### src/rtl/hostmem_dma_pkg.sv
package hostmem_dma_pkg;

  localparam int SEL_W = 3;

  localparam logic [SEL_W-1:0] SEL_ADDR_LO = 3'd0;
  localparam logic [SEL_W-1:0] SEL_ADDR_HI = 3'd1;
  localparam logic [SEL_W-1:0] SEL_CNT_LO  = 3'd2;
  localparam logic [SEL_W-1:0] SEL_CNT_HI  = 3'd3;
  localparam logic [SEL_W-1:0] SEL_CMD     = 3'd4;
  localparam logic [SEL_W-1:0] SEL_CFG     = 3'd5;
  localparam logic [SEL_W-1:0] SEL_STAT    = 3'd6;

  localparam logic [2:0] CMD_READ  = 3'b001;
  localparam logic [2:0] CMD_WRITE = 3'b010;

  typedef enum logic [2:0] {
    ST_IDLE,
    ST_FETCH,
    ST_WAIT,
    ST_HOLD,
    ST_WRITE
  } dma_state_e;

  typedef struct packed {
    logic loadAddrLo;
    logic loadAddrHi;
    logic loadCntLo;
    logic loadCntHi;
    logic loadCfg;
    logic clearDone;
    logic setDone;
    logic advance;
    logic capture;
  } dp_strobe_t;

endpackage

### src/rtl/hostmem_dma_ctrl.sv
module hostmem_dma_ctrl
  import hostmem_dma_pkg::*;
(
  input  logic             clk,
  input  logic             rstN,
  input  logic             regWr,
  input  logic [SEL_W-1:0] regSel,
  input  logic [2:0]       cmdBits,
  input  logic             clrBit,
  input  logic             hostRdStrobe,
  input  logic             hostWrStrobe,
  input  logic             countZero,
  input  logic             countLast,
  output dp_strobe_t       strb,
  output logic             memRdEn,
  output logic             memWrEn,
  output logic             hostRdValid,
  output logic             busy
);

  dma_state_e state, nextState;
  logic cmdWr, abortReq, startRead, startWrite;

  assign cmdWr      = regWr && (regSel == SEL_CMD);
  assign abortReq   = cmdWr && cmdBits[2];
  assign startRead  = cmdWr && (cmdBits == CMD_READ);
  assign startWrite = cmdWr && (cmdBits == CMD_WRITE);

  always_comb begin
    strb            = '0;
    nextState       = state;
    memRdEn         = 1'b0;
    memWrEn         = 1'b0;
    strb.loadAddrLo = regWr && (regSel == SEL_ADDR_LO);
    strb.loadAddrHi = regWr && (regSel == SEL_ADDR_HI);
    strb.loadCntLo  = regWr && (regSel == SEL_CNT_LO);
    strb.loadCntHi  = regWr && (regSel == SEL_CNT_HI);
    strb.loadCfg    = regWr && (regSel == SEL_CFG);
    strb.clearDone  = regWr && (regSel == SEL_STAT) && clrBit;
    if (abortReq) begin
      nextState = ST_IDLE;
    end else begin
      case (state)
        ST_IDLE: begin
          if (startRead || startWrite) begin
            if (countZero) strb.setDone = 1'b1;
            else nextState = startRead ? ST_FETCH : ST_WRITE;
          end
        end
        ST_FETCH: begin
          memRdEn      = 1'b1;
          strb.advance = 1'b1;
          nextState    = ST_WAIT;
        end
        ST_WAIT: begin
          strb.capture = 1'b1;
          nextState    = ST_HOLD;
        end
        ST_HOLD: begin
          if (hostRdStrobe) begin
            if (countZero) begin
              strb.setDone = 1'b1;
              nextState    = ST_IDLE;
            end else begin
              nextState = ST_FETCH;
            end
          end
        end
        ST_WRITE: begin
          if (hostWrStrobe) begin
            memWrEn      = 1'b1;
            strb.advance = 1'b1;
            if (countLast) begin
              strb.setDone = 1'b1;
              nextState    = ST_IDLE;
            end
          end
        end
        default: nextState = ST_IDLE;
      endcase
    end
  end

  always_ff @(posedge clk) begin
    if (!rstN) state <= ST_IDLE;
    else       state <= nextState;
  end

  assign hostRdValid = (state == ST_HOLD);
  assign busy        = (state != ST_IDLE);


  abort_stops_chk: assert property (@(posedge clk) disable iff (!rstN)
    abortReq |=> (!busy && !hostRdValid && !memRdEn && !memWrEn));


  ignored_cmd_chk: assert property (@(posedge clk) disable iff (!rstN)
    (state == ST_IDLE && cmdWr && !cmdBits[2] && cmdBits[0] == cmdBits[1]) |=> !busy);


  prefetch_ready_chk: assert property (@(posedge clk) disable iff (!rstN)
    (memRdEn && !abortReq) |=> ##1 (hostRdValid || !busy));


  mem_exclusive_chk: assert property (@(posedge clk) disable iff (!rstN)
    !(memRdEn && memWrEn));

endmodule

### src/rtl/hostmem_dma_dp.sv
module hostmem_dma_dp
  import hostmem_dma_pkg::*;
#(
  parameter int ADDR_W = 16,
  parameter int CNT_W  = 16,
  parameter int BYTE_W = 8
) (
  input  logic                clk,
  input  logic                rstN,
  input  dp_strobe_t          strb,
  input  logic [BYTE_W-1:0]   regWrData,
  input  logic [2*BYTE_W-1:0] memRdData,
  output logic [ADDR_W-1:0]   curAddr,
  output logic [CNT_W-1:0]    byteCount,
  output logic [2*BYTE_W-1:0] dataOut,
  output logic                wordMode,
  output logic                doneFlag,
  output logic                irqOut,
  output logic                countZero,
  output logic                countLast
);

  localparam int WORD_W = 2 * BYTE_W;

  logic              irqEn;
  logic [ADDR_W-1:0] addrStep;
  logic [CNT_W-1:0]  cntStep;

  assign addrStep  = wordMode ? ADDR_W'(2) : ADDR_W'(1);
  assign cntStep   = wordMode ? CNT_W'(2) : CNT_W'(1);
  assign countZero = (byteCount == '0);
  assign countLast = (byteCount <= cntStep);

  always_ff @(posedge clk) begin
    if (!rstN) begin
      curAddr   <= '0;
      byteCount <= '0;
      dataOut   <= '0;
      wordMode  <= 1'b0;
      irqEn     <= 1'b0;
      doneFlag  <= 1'b0;
    end else begin
      if (strb.loadAddrLo) curAddr[BYTE_W-1:0]       <= regWrData;
      if (strb.loadAddrHi) curAddr[ADDR_W-1:BYTE_W]  <= regWrData[ADDR_W-BYTE_W-1:0];
      if (strb.loadCntLo)  byteCount[BYTE_W-1:0]     <= regWrData;
      if (strb.loadCntHi)  byteCount[CNT_W-1:BYTE_W] <= regWrData[CNT_W-BYTE_W-1:0];
      if (strb.loadCfg) begin
        wordMode <= regWrData[0];
        irqEn    <= regWrData[1];
      end
      if (strb.advance) begin
        curAddr   <= curAddr + addrStep;
        byteCount <= countLast ? '0 : byteCount - cntStep;
      end
      if (strb.capture)
        dataOut <= wordMode ? memRdData : {{BYTE_W{1'b0}}, memRdData[BYTE_W-1:0]};
      if (strb.setDone)        doneFlag <= 1'b1;
      else if (strb.clearDone) doneFlag <= 1'b0;
    end
  end

  assign irqOut = doneFlag && irqEn;


  addr_step_chk: assert property (@(posedge clk) disable iff (!rstN)
    strb.advance |=> (curAddr == $past(curAddr) + $past(addrStep)));


  count_falls_chk: assert property (@(posedge clk) disable iff (!rstN)
    (strb.advance && !strb.loadCntLo && !strb.loadCntHi) |=> (byteCount < $past(byteCount)));


  done_sets_chk: assert property (@(posedge clk) disable iff (!rstN)
    strb.setDone |=> doneFlag);


  byte_lane_chk: assert property (@(posedge clk) disable iff (!rstN)
    (strb.capture && !wordMode) |=> (dataOut[WORD_W-1:BYTE_W] == '0));

endmodule

### src/rtl/hostmem_dma.sv
module hostmem_dma
  import hostmem_dma_pkg::*;
#(
  parameter int ADDR_W = 16,
  parameter int CNT_W  = 16,
  parameter int BYTE_W = 8
) (
  input  logic                clk,
  input  logic                rstN,
  input  logic                regWr,
  input  logic [SEL_W-1:0]    regSel,
  input  logic [BYTE_W-1:0]   regWrData,
  input  logic                hostRdStrobe,
  output logic [2*BYTE_W-1:0] hostRdData,
  output logic                hostRdValid,
  input  logic                hostWrStrobe,
  input  logic [2*BYTE_W-1:0] hostWrData,
  output logic [ADDR_W-1:0]   memAddr,
  output logic                memRdEn,
  input  logic [2*BYTE_W-1:0] memRdData,
  output logic                memWrEn,
  output logic                memWrWord,
  output logic [2*BYTE_W-1:0] memWrData,
  output logic [ADDR_W-1:0]   curAddr,
  output logic [CNT_W-1:0]    byteCount,
  output logic                busy,
  output logic                doneFlag,
  output logic                irq
);

  dp_strobe_t strb;
  logic       countZero, countLast, wordMode;

  hostmem_dma_ctrl u_ctrl (
    .clk          (clk),
    .rstN         (rstN),
    .regWr        (regWr),
    .regSel       (regSel),
    .cmdBits      (regWrData[2:0]),
    .clrBit       (regWrData[0]),
    .hostRdStrobe (hostRdStrobe),
    .hostWrStrobe (hostWrStrobe),
    .countZero    (countZero),
    .countLast    (countLast),
    .strb         (strb),
    .memRdEn      (memRdEn),
    .memWrEn      (memWrEn),
    .hostRdValid  (hostRdValid),
    .busy         (busy)
  );

  hostmem_dma_dp #(
    .ADDR_W (ADDR_W),
    .CNT_W  (CNT_W),
    .BYTE_W (BYTE_W)
  ) u_dp (
    .clk       (clk),
    .rstN      (rstN),
    .strb      (strb),
    .regWrData (regWrData),
    .memRdData (memRdData),
    .curAddr   (curAddr),
    .byteCount (byteCount),
    .dataOut   (hostRdData),
    .wordMode  (wordMode),
    .doneFlag  (doneFlag),
    .irqOut    (irq),
    .countZero (countZero),
    .countLast (countLast)
  );

  assign memAddr   = curAddr;
  assign memWrData = hostWrData;
  assign memWrWord = wordMode;

endmodule

### config.mk
export PLATFORM = sky130hd
export DESIGN_NAME = hostmem_dma
export DESIGN_NICKNAME = d
export VERILOG_FILES = /design/src/rtl/hostmem_dma_pkg.sv /design/src/rtl/hostmem_dma_ctrl.sv /design/src/rtl/hostmem_dma_dp.sv /design/src/rtl/hostmem_dma.sv
export SDC_FILE = /design/constraint.sdc
export NUM_CORES = 1
export LEC_CHECK = 0
export ABC_AREA = 1
export ABC_CLOCK_PERIOD_IN_PS = 2000
export BUFFER_PORTS_ARGS = -buffer_cell sky130_fd_sc_hd__buf_2
export CAP_MARGIN = 20
export CORE_MARGIN = 2
export CORE_UTILIZATION = 45
export CTS_CLUSTER_DIAMETER = 60
export DETAILED_ROUTE_END_ITERATION = 16
export PLACE_DENSITY = 0.81
export SLEW_MARGIN = 20
export SYNTH_ARGS = -nofsm -noshare
export SYNTH_HDL_FRONTEND = slang
export SYNTH_SLANG_ARGS = --single-unit
### constraint.sdc
create_clock -name clk -period 2 [get_ports clk]
set_input_delay 0.4 -clock clk [delete_from_list [all_inputs] [get_ports clk]]
set_output_delay 0.4 -clock clk [all_outputs]
set_load 0.01 [all_outputs]
==> impl_metrics.json <==
{
  "grt.busiest_layer": "met2",
  "cp_max_fo": 6,
  "fin_crit_ps": 1900,
  "syn_area_um2": 3620,
  "area_growth_pct": 17.7,
  "maxCapViolCount": 0,
  "gr-total-overflow": 0,
  "synth_nets": 635,
  "grt_max_degree": 22,
  "syn_inst": 581,
  "via_count": 3924,
  "hold_class": "in2reg",
  "clock_latency_ps": 320,
  "postSynthAreaPerCell_um2": 6.24,
  "place_area_um2": 4040,
  "p_per_area_nw_per_um2": 1300,
  "core.rowCount": 32,
  "finalCritPeriodShare": 0.951,
  "grt_pass1_vias": 3566,
  "numCtsBuffers": 5,
  "final_area_um2": 4260,
  "yosysSeqAreaShare": 0.298,
  "ctsHtreeMaxLevel": 2,
  "dieArea_um2": 8790,
  "antenna_found_initial": 0,
  "ios": 135,
  "status": "finished clean",
  "slew_viol_final": 0,
  "grt_pass1_wl_mm": 16.0,
  "power_uw": 5530,
  "core-area_um2": 7770,
  "tightest_slew_ps": 428,
  "grt_use_total": 0.224,
  "start_kind": "register",
  "leakage_uw": 0.00231,
  "firstDrtPassIters": 5,
  "drive_gt1_frac": 0.255,
  "path_cells": "inv_4, ha_4, inv_2, fa_2, inv_2, nand2_4, nand2_4, nand3_4, buf_4, nand4_1, nand3_1, nand2_1, inv_1",
  "path_class": "reg2reg",
  "num_antenna_cells": 0,
  "finalHoldViolCount": 0,
  "cts_tree": "done",
  "finClkSkew_ps": 3.83,
  "cts.sinks": 54,
  "gp_congestion": 0.940,
  "irDropWorstVdd_mv": 0.792,
  "layout.cells.non_filler": 762,
  "maxSlewHeadroom": 0.714,
  "clkSlewWorstSetupHoldPaths_ps": 110,
  "dieWidth_um": 93.7,
  "grtUsageMet1": 0.292,
  "place_inst": 747,
  "setup_viol": 0,
  "wl_per_cell_um": 13.1,
  "slowest_delay_ps": 400,
  "totalWireLength_mm": 9.97,
  "initial_core_util": 0.466,
  "dr.first_iter.drc_count": 233,
  "drc": 0,
  "layout.nets": 713,
  "hpwl_mm": 7.55,
  "rsz0062_at_grt": "true",
  "root_buffer": "clkbuf_8",
  "worstPathRequired_ps": 2230,
  "ant_nets": 0,
  "yosysWarnings": 0,
  "grt_util_met2": 0.379,
  "fmax_mhz": 525,
  "cts_max_path_buffers": 2,
  "final_core_utilization": 0.549,
  "critPathSlowestCell": "fa_2",
  "viasPerCell": 5.15,
  "nFillCells": 770,
  "die_y_um": 93.7,
  "ys_ff_latch": 54,
  "yosysUniqueCellTypes": 34,
  "cp-end-kind": "register",
  "use_met3": 0.0289,
  "crit_arrival_ps": 2130,
  "port_buffers": 102
}
[registers in the layout, indices dropped and copies added (netlist names)]
| name | count |
|---|---|
| u_dp.byteCount | 16 |
| u_dp.curAddr | 16 |
| u_dp.wordMode | 1 |
| u_ctrl.state | 3 |
| u_dp.doneFlag | 1 |
| u_dp.dataOut | 16 |
| u_dp.irqEn | 1 |
[what timing repair did]
action / in CTS / in global routing
setup endpoints to repair: 4 / 24
buffers inserted: 0 / 7
hold endpoints to repair: 0 / 0
pin swaps: 0 / 7
resized for setup: 2 / 20
hold buffers: 0 / 0
[Yosys cell counts]
master | count | area [µm²]
a31o_2 | 1 | 8.76
dfxtp_1 | 54 | 1080
buf_6 | 1 | 11.3
nand2_4 | 1 | 11.3
nand2_2 | 8 | 50.1
xnor2_1 | 4 | 35.0
nand2_1 | 143 | 537
inv_2 | 8 | 30.0
a21oi_1 | 23 | 115
nand3_2 | 1 | 10.0
nor2_8 | 1 | 20.0
nor3_1 | 3 | 15.0
inv_1 | 75 | 282
and3_1 | 1 | 6.26
buf_4 | 33 | 248
buf_2 | 5 | 25.0
nor2_1 | 84 | 315
ha_1 | 4 | 50.1
buf_1 | 1 | 3.75
nand3b_1 | 1 | 7.51
a31oi_1 | 4 | 25.0
nor2_2 | 3 | 18.8
o211ai_1 | 5 | 37.5
fa_1 | 2 | 40.0
xor2_1 | 9 | 78.8
or2_1 | 1 | 6.26
nand4_1 | 7 | 43.8
nor2_4 | 3 | 33.8
o21ai_0 | 46 | 230
o21ai_2 | 1 | 8.76
clkbuf_1 | 5 | 18.8
nand3_1 | 37 | 185
o21ai_1 | 5 | 25.0
nor3_2 | 1 | 10.0
[critical path, delay by kind of cell, from the launching register on]
family,cells,cell delay [ps]
flops,1,350
buf+inv,5,420
simple gates,6,510
fa+ha+maj,2,540
[stage by stage]
step	worst slack (ps)	setup TNS, ps	hold WS [ps]
after floorplan	27.6	0	475
after global placement	61.1	0	451
after detailed placement	-8.02	-9.76	456
after CTS	11.2	0	328
after global routing	-33.3	-62.1	333
final	97.0	0	328
[area by class of cell]
| type | instances | area [µm²] | area share |
|---|---|---|---|
| multi-input cells | 399 | 2010 | 0.471 |
| flip-flops and latches | 54 | 1080 | 0.254 |
| repair buffers | 116 | 628 | 0.147 |
| inverters | 83 | 322 | 0.0754 |
| well taps | 102 | 128 | 0.0299 |
| clock buffers | 5 | 68.8 | 0.0161 |
| clock inverters | 3 | 28.8 | 0.00675 |
[final timing paths]
check	start	end	slack (ps)	cells past startpoint
min	memRdData[0]	u_dp.dataOut[0]$_SDFFE_PN0P_	330	3
min reg2reg	u_dp.dataOut[15]$_SDFFE_PN0P_	u_dp.dataOut[15]$_SDFFE_PN0P_	470	2
max	u_dp.wordMode$_SDFFE_PN0P_	u_dp.byteCount[10]$_SDFFE_PN0P_	100	13
max reg2reg	u_dp.wordMode$_SDFFE_PN0P_	u_dp.byteCount[10]$_SDFFE_PN0P_	100	13
[power breakdown]
| part | internal [µW] | switching [µW] |
|---|---|---|
| logic | 1180 | 2050 |
| clock network | 261 | 408 |
| registers | 1310 | 317 |
[cells in the final DEF (no fill, tap or decap), types with 7 or more instances in the layout]
| cell type | count |
|---|---|
| inv_1 | 71 |
| inv_2 | 10 |
| nand2_2 | 7 |
| buf_4 | 13 |
| nand3_1 | 34 |
| xor2_1 | 9 |
| o21ai_0 | 44 |
| buf_2 | 102 |
| a21oi_1 | 23 |
| nand2_1 | 141 |
| o21ai_1 | 7 |
| nand4_1 | 7 |
| dfxtp_1 | 53 |
| nor2_1 | 81 |
[metal layers]
| layer | part of all wire | up-vias |
|---|---|---|
| li1 | - | 1945 |
| met1 | 0.42 | 1767 |
| met2 | 0.48 | 188 |
| met3 | 0.076 | 24 |
| met4 | 0.023 | 0 |
| met5 | 0 | - |
[logic make-up (layout without fill, tap and decap cells)]
family / Yosys count / count (layout) / share of synthesized area
and+or+nand+nor: 295 / 295 / 0.350
buffers and inverters: 128 / 207 / 0.171
AOI/OAI and AO/OA: 85 / 85 / 0.124
DFF: 54 / 54 / 0.298
xor gates and xnor gates: 13 / 13 / 0.0314
adders and majority gates: 6 / 6 / 0.0249
(Power assumes the default switching activity.)
